### src/rtl/op_samp_pkg.sv
`timescale 1ns/1ps
package op_samp_pkg;

    localparam int IVAL_W = 16;
    localparam int LFSR_W = 16;
    localparam int JIT_W  = 8;
    localparam int CNT_W  = IVAL_W + 1;
    localparam logic [LFSR_W-1:0] LFSR_SUBST = 16'hACE1;

    typedef enum logic [1:0] {
        PICK_NONE = 2'd0,
        PICK_TAKE = 2'd1,
        PICK_DROP = 2'd2
    } pick_e;

    typedef struct packed {
        logic [IVAL_W-1:0] ival;
        logic              jit;
    } samp_cfg_t;

    function automatic logic [LFSR_W-1:0] lfsr_step(input logic [LFSR_W-1:0] s);
        return {s[LFSR_W-2:0], s[15] ^ s[13] ^ s[12] ^ s[10]};
    endfunction

    function automatic logic [LFSR_W-1:0] seed_fix(input logic [LFSR_W-1:0] s);
        return (s == '0) ? LFSR_SUBST : s;
    endfunction

    function automatic logic [CNT_W-1:0] reload_len(
        input logic [IVAL_W-1:0] ival,
        input logic [IVAL_W-1:0] min_ival,
        input logic              jit,
        input logic [LFSR_W-1:0] rnd
    );
        logic [IVAL_W-1:0] eff;
        eff = (ival < min_ival) ? min_ival : ival;
        return {1'b0, eff} + (jit ? CNT_W'(rnd[JIT_W-1:0]) : '0);
    endfunction

endpackage

### src/rtl/samp_lfsr.sv
`timescale 1ns/1ps
module samp_lfsr
    import op_samp_pkg::*;
(
    input  logic              clk,
    input  logic              rst,
    input  logic              load,
    input  logic [LFSR_W-1:0] seed,
    input  logic              adv,
    output logic [LFSR_W-1:0] state
);

    always_ff @(posedge clk) begin
        if (rst)
            state <= LFSR_SUBST;
        else if (load)
            state <= lfsr_step(seed_fix(seed));
        else if (adv)
            state <= lfsr_step(state);
    end

    // LFSR must never lock up in the all-zero state
    p_lfsr_live_r3: assert property (@(posedge clk) disable iff (rst)
        state != '0);

endmodule

### src/rtl/samp_interval_ctr.sv
`timescale 1ns/1ps
module samp_interval_ctr
    import op_samp_pkg::*;
#(
    parameter logic [CNT_W-1:0] RESET_LEN = CNT_W'(2)
) (
    input  logic             clk,
    input  logic             rst,
    input  logic             op_valid,
    input  logic             load,
    input  logic [CNT_W-1:0] reload_val,
    output logic             expire
);

    logic [CNT_W-1:0] cnt;

    assign expire = op_valid && !load && (cnt == CNT_W'(1));

    always_ff @(posedge clk) begin
        if (rst)
            cnt <= RESET_LEN;
        else if (load || expire)
            cnt <= reload_val;
        else if (op_valid)
            cnt <= cnt - CNT_W'(1);
    end

    // Counter never idles at zero
    p_cnt_live_r1: assert property (@(posedge clk) disable iff (rst)
        cnt != '0);

    // No operation and no write: count holds
    p_idle_hold_r1: assert property (@(posedge clk) disable iff (rst)
        (!op_valid && !load) |=> $stable(cnt));

    // Every expiry leads to a full reload
    p_reload_r7: assert property (@(posedge clk) disable iff (rst)
        expire |=> (cnt != '0) && (cnt >= CNT_W'(1)) && (cnt == $past(reload_val)));

endmodule

### src/rtl/samp_inflight.sv
`timescale 1ns/1ps
module samp_inflight
    import op_samp_pkg::*;
#(
    parameter int COLL_W = 32
) (
    input  logic              clk,
    input  logic              rst,
    input  logic              expire,
    input  logic              done,
    output pick_e             pick,
    output logic              busy,
    output logic [COLL_W-1:0] coll
);

    localparam logic [COLL_W-1:0] COLL_MAX = '1;

    always_comb begin
        pick = PICK_NONE;
        if (expire)
            pick = (!busy || done) ? PICK_TAKE : PICK_DROP;
    end

    always_ff @(posedge clk) begin
        if (rst) begin
            busy <= 1'b0;
            coll <= '0;
        end else begin
            busy <= (busy && !done) || (pick == PICK_TAKE);
            if (pick == PICK_DROP && coll != COLL_MAX)
                coll <= coll + COLL_W'(1);
        end
    end

    // Completion without a new expiry frees the slot
    p_done_clears_r5: assert property (@(posedge clk) disable iff (rst)
        (done && !expire) |=> !busy);

    // Completion and expiry together: the new sample is taken
    p_coincide_r5: assert property (@(posedge clk) disable iff (rst)
        (done && expire) |=> busy);

    // Busy without completion stays busy
    p_hold_busy_r4: assert property (@(posedge clk) disable iff (rst)
        (busy && !done) |=> busy);

    // Drop increments the count unless saturated
    p_coll_step_r6: assert property (@(posedge clk) disable iff (rst)
        (expire && busy && !done && coll != COLL_MAX) |=> coll == $past(coll) + COLL_W'(1));

    // Nothing but a drop touches the count
    p_coll_quiet_r6: assert property (@(posedge clk) disable iff (rst)
        !(expire && busy && !done) |=> $stable(coll));

    // Saturation holds
    p_coll_sat_r8: assert property (@(posedge clk) disable iff (rst)
        (coll == COLL_MAX) |=> (coll == COLL_MAX));

endmodule

### src/rtl/op_sample_sel.sv
`timescale 1ns/1ps
module op_sample_sel
    import op_samp_pkg::*;
#(
    parameter int MIN_INTERVAL = 2,
    parameter int COLL_W       = 32
) (
    input  logic              clk,
    input  logic              rst,
    input  logic              op_valid,
    input  logic              op_done,
    input  logic              cfg_wr,
    input  logic [15:0]       cfg_interval,
    input  logic              cfg_jitter_en,
    input  logic [15:0]       cfg_seed,
    output logic              sample_tag,
    output logic              busy,
    output logic [COLL_W-1:0] collisions
);

    localparam logic [IVAL_W-1:0] MIN_V =
        (MIN_INTERVAL < 1) ? IVAL_W'(1) : IVAL_W'(MIN_INTERVAL);
    localparam logic [CNT_W-1:0] RESET_LEN = {1'b0, MIN_V};

    samp_cfg_t         cfg_q;
    logic [LFSR_W-1:0] lfsr_q;
    logic [CNT_W-1:0]  reload;
    logic              expire;
    pick_e             pick;

    always_ff @(posedge clk) begin
        if (rst)
            cfg_q <= '{ival: '0, jit: 1'b0};
        else if (cfg_wr)
            cfg_q <= '{ival: cfg_interval, jit: cfg_jitter_en};
    end

    always_comb begin
        if (cfg_wr)
            reload = reload_len(cfg_interval, MIN_V, cfg_jitter_en, seed_fix(cfg_seed));
        else
            reload = reload_len(cfg_q.ival, MIN_V, cfg_q.jit, lfsr_q);
    end

    samp_lfsr u_lfsr (
        .clk   (clk),
        .rst   (rst),
        .load  (cfg_wr),
        .seed  (cfg_seed),
        .adv   (expire),
        .state (lfsr_q)
    );

    samp_interval_ctr #(.RESET_LEN(RESET_LEN)) u_ctr (
        .clk        (clk),
        .rst        (rst),
        .op_valid   (op_valid),
        .load       (cfg_wr),
        .reload_val (reload),
        .expire     (expire)
    );

    samp_inflight #(.COLL_W(COLL_W)) u_slot (
        .clk    (clk),
        .rst    (rst),
        .expire (expire),
        .done   (op_done),
        .pick   (pick),
        .busy   (busy),
        .coll   (collisions)
    );

    assign sample_tag = (pick == PICK_TAKE);

    // Single sample in flight
    p_single_r4: assert property (@(posedge clk) disable iff (rst)
        sample_tag |-> (!busy || op_done));

    // Only a real operation can be tagged
    p_tag_valid_r1: assert property (@(posedge clk) disable iff (rst)
        sample_tag |-> op_valid);

    // A configuration write never tags
    p_wr_notag_r9: assert property (@(posedge clk) disable iff (rst)
        cfg_wr |-> !sample_tag);

    // An accepted sample leaves the slot occupied
    p_tag_busy_r5: assert property (@(posedge clk) disable iff (rst)
        sample_tag |=> busy);

endmodule

### config.mk
export PLATFORM = sky130hd
export DESIGN_NAME = op_sample_sel
export DESIGN_NICKNAME = d
export VERILOG_FILES = /design/src/rtl/op_samp_pkg.sv /design/src/rtl/samp_lfsr.sv /design/src/rtl/samp_interval_ctr.sv /design/src/rtl/samp_inflight.sv /design/src/rtl/op_sample_sel.sv
export SDC_FILE = /design/constraint.sdc
export NUM_CORES = 1
export LEC_CHECK = 0
export BUFFER_PORTS_ARGS = -buffer_cell sky130_fd_sc_hd__buf_2
export CAP_MARGIN = 20
export CELL_PAD_IN_SITES_DETAIL_PLACEMENT = 2
export CELL_PAD_IN_SITES_GLOBAL_PLACEMENT = 2
export CORE_MARGIN = 4
export CORE_UTILIZATION = 31
export DETAILED_ROUTE_END_ITERATION = 6
export HOLD_SLACK_MARGIN = 0.12
export PLACE_DENSITY_LB_ADDON = 0.1
export SLEW_MARGIN = 30
export SYNTH_ARGS = -nofsm -noshare
export SYNTH_HDL_FRONTEND = slang
export SYNTH_SLANG_ARGS = --single-unit
### constraint.sdc
create_clock -name clk -period 3.1 [get_ports clk]
set_input_delay 0.31 -clock clk [delete_from_list [all_inputs] [get_ports clk]]
set_output_delay 0.31 -clock clk [all_outputs]
set_load 0.005 [all_outputs]
* After elaboration in Yosys (flattened, before gate mapping) *
Cells that the tools add are included.
W data, S select, Z words.

storage, ports and cells
  bits in registers = 83
  word-level logic and storage cells = 47
  input bits = 38
  output and inout port bits = 34

operators by class
  equal/unequal tests = 4
  multiplexer cells = 12
  add/subtract/negate cells = 4
  $lt $le $gt $ge = 2
  bitwise logic cells = 6
  reductions and logical operators = 13

operators by type and width
  operator                 count
  $mux W16                 5
  $mux W17                 3
  $add A16 B8 Y17          2
  $add A32 B1 Y32 const B  1
  $lt A16 B2 Y1 const B    2
  $ne A32 B32 Y1 const B   1
  $eq A17 B1 Y1 const B    1
  $sub A17 B1 Y17 const B  1
  $logic_not A16 Y1        1
  $mux W8                  2
  $xor A1 B1 Y1            6
  $logic_and A1 B1 Y1      4
  $mux W2                  2
  $reduce_bool A2 Y1       2
  $logic_not A1 Y1         3
  $logic_or A1 B1 Y1       3
  $eq A2 B1 Y1 const B     1
  $eq A2 B2 Y1 const B     1

* Depth between registers and ports, before layout *
Gate-level depths: netlist of the first run.

  depth after elaboration = 6
  gate-level depth with buffers = 13
  gate-level depth less buffers = 12

* Modules after synthesis *
From an unflattened synthesis of the first run, not the netlist that was laid out.

unflattened totals
  cells, all modules = 715
  area, all modules = 5909.4 um2

by module, submodules not included
  module             cells an instance  area an instance (um2)  instances  seq. area each (um2)
  op_sample_sel      296                2282.2                  1          340.3
  samp_inflight      199                1760.4                  1          660.6
  samp_interval_ctr  121                1019.7                  1          340.3
  samp_lfsr          99                 847.1                   1          320.3

* Worst setup path before layout of the first run *
Ideal clock, no wire load.

  path kind = input -> register
  from = in cfg_seed[2]
  to = reg u_ctr.cnt[14]
  stages on the path = 13
  slack = 0.140 ns
  arrival = 2.856 ns
  data required time = 2.997 ns
  setup time = 0.103 ns
  cells stage by stage = nor4_1 and4_1 clkbuf_1 o21a_1 ha_1 inv_1 fa_1 nand2b_1 a21oi_1 o21bai_1 a21oi_1 mux2i_1 a2111oi_2

on the way
  cells in the longest elaborated chain, start to end = 6

ends and longest elaborated chain
  what                    line                     RTL
  start: declaration      op_sample_sel.sv:15      input logic [15:0] cfg_seed,
  $logic_not A16 Y1       op_samp_pkg.sv:26        return (s == '0) ? LFSR_SUBST : s;
  $mux W16 *              -
  $mux W8 *               op_samp_pkg.sv:37        return {1'b0, eff} + (jit ? CNT_W'(rnd[JIT_W-1:0]) : '0);
  $add A16 B8 Y17 *       op_samp_pkg.sv:37
  $mux W17 *              op_sample_sel.sv:39      if (cfg_wr)
  $mux W17 *              samp_interval_ctr.sv:22  else if (load || expire)
  end signal: assignment  samp_interval_ctr.sv:23  cnt <= reload_val;
  end signal: assignment  samp_interval_ctr.sv:25  cnt <= cnt - CNT_W'(1);
  end: declaration        samp_interval_ctr.sv:15  logic [CNT_W-1:0] cnt;

Mark *: on every way between the ends. The rest lies on a longest branch, timed or not.
A chain may end at the register's enable or synchronous reset.

* Final worst setup path of the first run *
  from = in cfg_seed[9]
  to = reg u_ctr.cnt[16]

on the way
  cells in the longest elaborated chain, start to end = 6

ends and longest elaborated chain
  what               line
  $logic_not A16 Y1  op_samp_pkg.sv:26
  $mux W16           -
  $mux W8            op_samp_pkg.sv:37
  $add A16 B8 Y17    op_samp_pkg.sv:37
  $mux W17           op_sample_sel.sv:39
  $mux W17           samp_interval_ctr.sv:22

No other way between the ends.

==> results of run 1 <==
state kept, by name (all words and copies together) (netlist names):
| register | flops |
|---|---|
| cfg_q | 17 |
| u_ctr.cnt | 17 |
| u_lfsr.state | 16 |
| u_slot.busy | 1 |
| u_slot.coll | 32 |
timing repair:
action | CTS | global route
pin swaps | 0 | 3
setup endpoints to repair | 5 | 6
resized for setup | 2 | 9
hold buffers | 0 | 0
synthesized netlist by cell type, types with 3 or more instances:
cell type and n:
a221oi_1 6, nand2b_1 11, a21o_1 7, and4_1 9
o211ai_1 6, o21ai_0 26, xor2_1 31, nor4_4 3
and3_1 8, nor4_1 18, ha_1 19, nor2b_1 4
nand4_1 20, clkbuf_1 30, a21oi_1 26, mux2_2 5
nand2_1 59, and2_1 21, nand4b_1 3, buf_1 5
dfxtp_1 83, a311oi_1 5, nand3b_1 3, a211oi_1 19
o21a_1 7, buf_2 5, nor3_1 21, xnor2_1 26
mux2i_1 18, inv_1 15, a31oi_1 9, nor2_1 80
nand3_1 25
critical path: cells and delay by family:
family | cells | cell delay (ps)
AOI/OAI and AO/OA | 5 | 1000
and+or+nand+nor | 4 | 790
adders and majority gates | 2 | 560
buffers and inverters | 4 | 500
metal layers:
metal	track usage, %	up-vias	wire (µm)
li1	-	2671	-
met1	26.41	2736	9286
met5	0	-	0
met3	3.380	18	572
met4	4.640	0	277
met2	35.96	82	9959
logic make-up after synthesis:
logic type / share of synthesized area (%)
AO/OA/AOI/OAI: 17.09
XOR/XNOR: 9.177
adder cells (fa/ha/maj): 5.106
buffers and inverters: 4.002
flip-flops: 30.54
multiplexers: 4.347
AND/OR/NAND/NOR: 29.74
worst paths after layout:
check                                       from                to  slack (ps)  cells past startpoint
worst max register to register         cfg_q[10]      u_ctr.cnt[9]         210                     13
worst min-delay path             cfg_interval[0]          cfg_q[1]         220                      3
worst min register to register  u_lfsr.state[11]  u_lfsr.state[12]         500                      2
worst max-delay path                 cfg_seed[9]     u_ctr.cnt[16]         210                     15
power breakdown:
part	leakage (nW)	total (mW)	switching (mW)	internal, mW
clock network	0.150	1.16	0.455	0.704
logic	1.98	0.509	0.287	0.222
registers	0.680	1.17	0.0557	1.11
area by class of cell:
type,instances,area [µm²]
timing repair buffer,137,850.8
clock buffer,11,232.7
fill,1976,10480
sequential,83,1662
clock inverter,4,73.82
multi-input combinational,539,3596
inverter,15,56.30
tap,225,281.5
==> metrics, run 1 <==
Setup crit end kind register; final wirelength 20100 µm; vias 5507; drt via density 5.431; number of synthesized flops with an enable pin 0; critical path class in2reg; post-CTS setup buffers 0; CP required 3360 ps; RSZ-0062 raised after global routing no; Final nets 844; Finished Cell Area 6753 µm²; syn_nets 737; root buf cell clkbuf_16; length of the first detailed-routing pass in iterations 5; Overflow after GRT 0; Period Utilization, post-route 93.25%; first-pass GRT wire length 32420 µm; clock skew 9.002 ps; post-DP HPWL 15720 µm; arrival time worst endpoint 3150 ps; Worst-Skew Late Latency 350 ps; final non-filler cell total 1014; ANT nets after route 0; Synth Register Bits 83; drc violations 0; Final WS setup 209.2 ps; most frequent cells in the layout dfxtp_1 (83), nor2_1 (80), buf_2 (71); Final min period 2891 ps; Die Ht 140.5 µm; largest net degree at the start of global routing 51; vias in the first global route 5902; Max Buffers Root-to-Sink 2; Wirelength per Cell 19.82 µm; CTS tree done; area grow syn2layout 24.13%; mapped cell area 5440 µm²; leakage power figure 2.811 nW; synth warn 0; Port Buf Inserts 71; overall die area 19730 µm²; Fmax 345.9 MHz; I/O pins 72; Slew Viols, Final 0; die width 140.5 µm; row cnt 48; worst hold slack 221.8 ps; ANT cells 0; endpoints failing setup 0; most common cell after layout, fill and taps aside dfxtp_1; Post-Syn Area per Cell 8.024 µm²; Max stage delay on crit path 400 ps; outcome completed; share of post-route cells with drive strength above 1 22.81%; share of flip-flops with an asynchronous set or reset 0%; clock slew at reported path FFs 60 ps; Final Wtd Congestion 0.7988; Tot Pwr 2.838 mW; area fraction of the dominant cell type after synthesis 30.54%; drt initial violations 183; Post-synth top flop dfxtp_1; Util after Layout 39.18%; Total Routing Usage GR 20.52%; Distinct cells, synth 65; CP max-delay cell fa_1; largest cells by area after synthesis dfxtp_1 (31%), nor2_1 (5.5%), xor2_1 (5.0%), ha_1 (4.4%), xnor2_1 (4.2%); CTS sink cnt 83; max-capacitance violation count 0; worst-margin pin slew 699.7 ps; Setup TNS 0 ps; CTS H-tree lvls 3; number of CTS-inserted buffers 9; initial antenna violation count 0; crit path max fanout 5; Cells after DPL 999; endpoints failing hold 0; initial core utilization 31.56%; Yosys top cell by area dfxtp_1; setup slack at placement -194.9 ps; Cells after Synth 678; PwrDens 420.3 nW/µm²; crit-path cells buf_2 > nor4_1 > buf_4 > and4_1 > o21a_1 > ha_1 > inv_1 > fa_1 > nand2b_1 > a21oi_1 > buf_4 > o21bai_1 > a211oi_1 > nor3_1 > a211oi_1; Slew Limit Headroom 53.36%; Max VDD drop 0.0002545 V; sequential element share of the synthesized area 30.54%; nature of the critical path startpoint input port; Placed Area 6411 µm²; Hold Crit Class in2reg; CORE AREA 17240 µm²
Power figures use the tool's default switching activity.
==> run 2: changes to the inputs <==
Settings changed: SETUP_SLACK_MARGIN set to 0.3.
==> metrics, run 2 (synthesis results as in run 1) <==
vias in the first global route 6014 (+1.9%); CP most frequent cell buf_4; first-pass GRT wire length 33490 µm (+3.3%); share of post-route cells with drive strength above 1 25.48% (+2.7 points); vias 5527 (+0.36%); hold_buf cts 0 (unchanged); Largest regs u_slot.coll: 32 flops, cfg_q: 17 flops, u_ctr.cnt: 17 flops; Total Routing Usage GR 21.23% (+0.71 points); leakage power figure 2.824 nW (+0.46%); Slew Limit Headroom 54.76% (+1.4 points); post-DP HPWL 15930 µm (+1.4%); endpoints failing setup 0 (unchanged); Hold Crit Class in2reg; Max Buffers Root-to-Sink 2 (unchanged); setup slack at placement -360.4 ps (-165.6 ps); clock skew 13.94 ps (+4.936 ps); final wirelength 20940 µm (+4.2%); Final nets 839 (-0.59%); max FFs per register 32 (unchanged); drt via density 5.472 (+0.76%); drt initial violations 198 (+8.2%); CTS H-tree lvls 3 (unchanged); Setup crit end kind register; Max stage delay on crit path 310 ps (-90 ps); Fmax 356.7 MHz (+3.1%); max-capacitance violation count 0 (unchanged); Max VDD drop 0.0002544 V (about the same); die width 140.5 µm (unchanged); Slew Viols, Final 0 (unchanged); Most flops, register u_slot.coll; CORE AREA 17240 µm² (unchanged); length of the first detailed-routing pass in iterations 4 (-1); CTS sink cnt 83 (unchanged); area grow syn2layout 26.77%; Die Ht 140.5 µm (unchanged); Final Wtd Congestion 0.8240 (+3.2%); Period Utilization, post-route 90.44% (-2.8 points); Final min period 2804 ps (-87.03 ps); total of fill cells in the finished design 1966 (-0.51%); row cnt 48 (unchanged); root buf cell clkbuf_16; Overflow after GRT 0 (unchanged); worst hold slack 221.1 ps (-0.7050 ps); Wirelength per Cell 20.73 µm (+4.6%); overall die area 19730 µm² (unchanged); crit-path cells buf_2 > nor4_4 > buf_4 > and4_4 > buf_6 > o21a_1 > ha_1 > or2_2 > buf_4 > nand3_1 > o21bai_1 > a21oi_1 > mux2i_1 > a2111oi_2; CP max-delay cell nor4_4; most common cell after layout, fill and taps aside dfxtp_1; ANT cells 0 (unchanged); crit path max fanout 10 (+5); Final WS setup 296.3 ps (+87.03 ps); initial antenna violation count 0 (unchanged); CP required 3350 ps (about the same); PwrDens 417.7 nW/µm² (-0.63%); critical path class in2reg; Port Buf Inserts 71 (unchanged); drc violations 0 (unchanged); number of CTS-inserted buffers 9 (unchanged); Finished Cell Area 6897 µm² (+2.1%); most frequent cells in the layout dfxtp_1 (82), nor2_1 (80), buf_2 (71); CTS tree done; initial core utilization 31.56% (unchanged); endpoints failing hold 0 (unchanged); ANT nets after route 0 (unchanged); I/O pins 72 (unchanged); nature of the critical path startpoint input port; arrival time worst endpoint 3050 ps (-100 ps); RSZ-0062 raised after global routing yes; Placed Area 6360 µm² (-0.80%); Worst-Skew Late Latency 360 ps (about the same); worst-margin pin slew 678.7 ps (-21.00 ps); clock slew at reported path FFs 70 ps (about the same); largest net degree at the start of global routing 51 (unchanged); outcome completed
==> run 2: report_power, final <==
part	internal, mW	switching (mW)	total (mW)
clock	0.656	0.517	1.17
combinational	0.229	0.305	0.534
sequential	1.11	0.0595	1.17
total	2.00	0.882	2.88
==> run 2: metrics by stage <==
step	setup TNS (ps)	instances	utilization, %	power [mW]
floorplan	0	678	-	1.472
global placement	-915.3	991	36.87	1.663
detailed placement	-2384	991	36.90	1.688
CTS	0	1007	39.45	2.883
global route	0	1010	40.01	3.012
finish	0	1010	40.01	2.881
==> run 2: what timing repair did <==
item,CTS,global route
resized for setup,26,13
gates cloned,0,0
endpoints found under the setup margin,12,11
buffers inserted,0,3
pin swaps,10,7
==> run 2: critical path: cells and delay by family <==
kind                       cells  cell delay [ps]
AOI/OAI and AO/OA              4              830
adders and majority gates      1              250
buffers and inverters          4              530
muxes                          1              170
and+or+nand+nor                4              940
==> run 2: per-layer routing <==
| layer | up-vias | track usage [%] | wire (µm) |
|---|---|---|---|
| met5 | - | 0 | 0 |
| met3 | 22 | 3.619 | 633 |
| met2 | 77 | 37.60 | 10470 |
| li1 | 2660 | - | - |
| met1 | 2768 | 26.98 | 9527 |
| met4 | 0 | 4.640 | 308 |
==> run 2: final timing paths <==
path,slack (ps),endpoint,from,cells past startpoint
worst max register to register,310,u_ctr.cnt[14],cfg_q[12],12
worst min-delay path,220,u_lfsr.state[5],cfg_seed[4],3
worst min register to register,500,u_lfsr.state[10],u_lfsr.state[9],2
worst max-delay path,300,u_ctr.cnt[14],cfg_seed[9],14
==> run 2: cell type report <==
type                            count  area (µm²)  share of cell area, %
Clock buffer                       10       239.0                  3.465
Multi-Input combinational cell    539        3767                  54.63
Tap cell                          225       281.5                  4.082
Sequential cell                    83        1663                  24.11
Timing Repair Buffer              132       817.0                  11.85
Clock inverter                      6       72.57                  1.052
Inverter                           15       56.30                 0.8164
==> run 3: changes to the inputs <==
Settings changed: BUFFER_PORTS_ARGS -buffer_cell sky130_fd_sc_hd__buf_2 to -buffer_cell sky130_fd_sc_hd__clkbuf_2.
==> metrics, run 3 (synthesis results as in run 1) <==
outcome completed; Util after Layout 40.33% (+0.32 points); number of CTS-inserted buffers 9 (unchanged); Net Switching 0.8567 mW (-2.9%); Final min period 2804 ps (+0.5140 ps); Setup TNS 0 ps (unchanged); crit-path cells nor4_2 > buf_4 > nand4_1 > and2_1 > ha_2 > buf_6 > a211oi_4 > o211ai_1 > a21oi_1 > buf_4 > nor3_1 > xnor2_1 > a2111oi_1; CP delay by family, top compound AO/OA/AOI/OAI gates; Placed Area 6340 µm² (-0.31%); Slew Limit Headroom 53.23% (-1.5 points); worst-margin pin slew 701.5 ps (+22.81 ps); Hold Crit Class in2reg; arrival time worst endpoint 3030 ps (-20 ps); drt initial violations 170 (-14%); Internal Power 2.044 mW (+2.3%); Cells after DPL 989 (-0.20%); setup slack at placement -229.2 ps (+131.3 ps); Final Wtd Congestion 0.8265 (+0.30%); Wirelength per Cell 20.73 µm (about the same); clock skew 9.278 ps (-4.660 ps); Sequential Power Share 40.5% (-0.2 points); Period Utilization, post-route 90.46% (about the same); Fmax 356.6 MHz (about the same); I/O pins 72 (unchanged); CTS H-tree lvls 3 (unchanged); post-DP HPWL 16060 µm (+0.82%); row cnt 48 (unchanged); max FFs per register 32 (unchanged); Max Buffers Root-to-Sink 2 (unchanged); max-capacitance violation count 0 (unchanged); Port Buf Inserts 71 (unchanged); largest net degree at the start of global routing 51 (unchanged); area grow syn2layout 27.78%; most frequent cells in the layout dfxtp_1 (81), nor2_1 (80), clkbuf_2 (71); Setup crit end kind register; Finished Cell Area 6952 µm² (+0.80%); Die Ht 140.5 µm (unchanged); Largest regs u_slot.coll: 32 flops, cfg_q: 17 flops, u_ctr.cnt: 17 flops; Clock power frac 41.2% (+0.5 points); ANT nets after route 0 (unchanged); clock slew at reported path FFs 70 ps (about the same); share of post-route cells with drive strength above 1 26.44% (+0.96 points); Final WS setup 295.8 ps (-0.5140 ps); final non-filler cell total 1008 (-0.20%); Slew Viols, Final 0 (unchanged); leakage power figure 2.813 nW (-0.39%); initial antenna violation count 0 (unchanged); Max stage delay on crit path 350 ps (+40 ps); Switching Fraction 29.53% (-1.1 points); first-pass GRT wire length 33220 µm (-0.78%); nature of the critical path startpoint register; overall die area 19730 µm² (unchanged); ANT cells 0 (unchanged); Combinational Power Share 18.3% (-0.2 points); initial core utilization 31.56% (unchanged); CTS sink cnt 83 (unchanged); Max VDD drop 0.0002459 V (-3.3%); Final nets 838 (-0.12%); final wirelength 20900 µm (-0.18%); hold_buf cts 0 (unchanged); Overflow after GRT 0 (unchanged); Worst-Skew Late Latency 350 ps (about the same); die width 140.5 µm (unchanged); vias 5494 (-0.60%); CORE AREA 17240 µm² (unchanged); CP most frequent cell buf_4; endpoints failing hold 0 (unchanged); most common cell after layout, fill and taps aside dfxtp_1; root buf cell clkbuf_16; CP required 3320 ps (-30 ps); CP Buf/Inv Count 3 (-1); crit path max fanout 4 (-6); length of the first detailed-routing pass in iterations 4 (unchanged); endpoints failing setup 0 (unchanged); drc violations 0 (unchanged); CTS tree done; drt via density 5.450 (-0.40%); critical path class reg2reg; vias in the first global route 5971 (-0.71%); PwrDens 417.3 nW/µm² (about the same); Most flops, register u_slot.coll; Total Routing Usage GR 20.98% (-0.25 points); RSZ-0062 raised after global routing yes; CP max-delay cell a2111oi_1
run 3: changes by cell type in the layout (fill, tap and decap cells not counted), moves of 3 or more:
| cell | previous run | this run |
|---|---|---|
| a21oi_1 | 25 | 21 |
| a21oi_2 | 0 | 3 |
| buf_2 | 71 | 0 |
| buf_4 | 60 | 57 |
| clkbuf_2 | 0 | 71 |
| nor4_2 | 3 | 6 |
run 3: final cells by class:
| class | count | area (µm²) |
|---|---|---|
| well taps | 225 | 281.5 |
| flip-flops and latches | 83 | 1664 |
| inverters | 15 | 56.30 |
| repair buffers | 131 | 817.0 |
| clock buffers | 9 | 225.2 |
| clock inverters | 6 | 88.84 |
| fillers | 1940 | 10280 |
| multi-input cells | 539 | 3819 |
run 3: power groups by stage:
stage | registers (mW) | clock network (mW) | logic (mW)
floorplan | 1.18 | 0 | 0.293
global placement | 1.19 | 0 | 0.469
detailed placement | 1.19 | 0 | 0.489
CTS | 1.17 | 1.22 | 0.511
global route | 1.18 | 1.27 | 0.582
finish | 1.17 | 1.20 | 0.532
run 3: worst reg2reg max path, cell delays in order, from the launching register on:
cell,delay [ps]
dfxtp_2,320
nor4_2,280
buf_4,160
nand4_1,100
and2_1,170
ha_2,190
buf_6,130
a211oi_4,220
o211ai_1,170
a21oi_1,180
buf_4,170
nor3_1,70
xnor2_1,160
a2111oi_1,350
run 3: worst paths after layout:
kind | slack (ps) | from | cells past startpoint | to
worst max-delay path | 300 | cfg_q[10] | 13 | u_ctr.cnt[9]
worst min-delay path | 220 | cfg_interval[0] | 3 | cfg_q[1]
worst max register to register | 300 | cfg_q[10] | 13 | u_ctr.cnt[9]
worst min register to register | 500 | u_lfsr.state[8] | 2 | u_lfsr.state[8]
run 3: repair_timing:
item                                    4_1_cts  5_1_grt
resized for setup                            25       28
pin swaps                                    21       15
endpoints found under the setup margin       13       12
buffers inserted                              2        2
run 3: per-stage QoR:
step           total power, mW  hold slack [ps]
3_5_place_dp             1.683            488.2
2_1_floorplan            1.472            435.1
4_1_cts                  2.903            212.7
3_3_place_gp             1.660            465.5
5_1_grt                  3.033            244.8
6_report                 2.901            218.1
run 3: layer usage:
metal	GRT usage, %	vias to the layer above	part of all wire, %
met5	0	-	0
met4	5.609	0	1.3
met3	2.219	16	2.3
met2	36.59	76	50
met1	27.55	2745	46
li1	-	2657	-
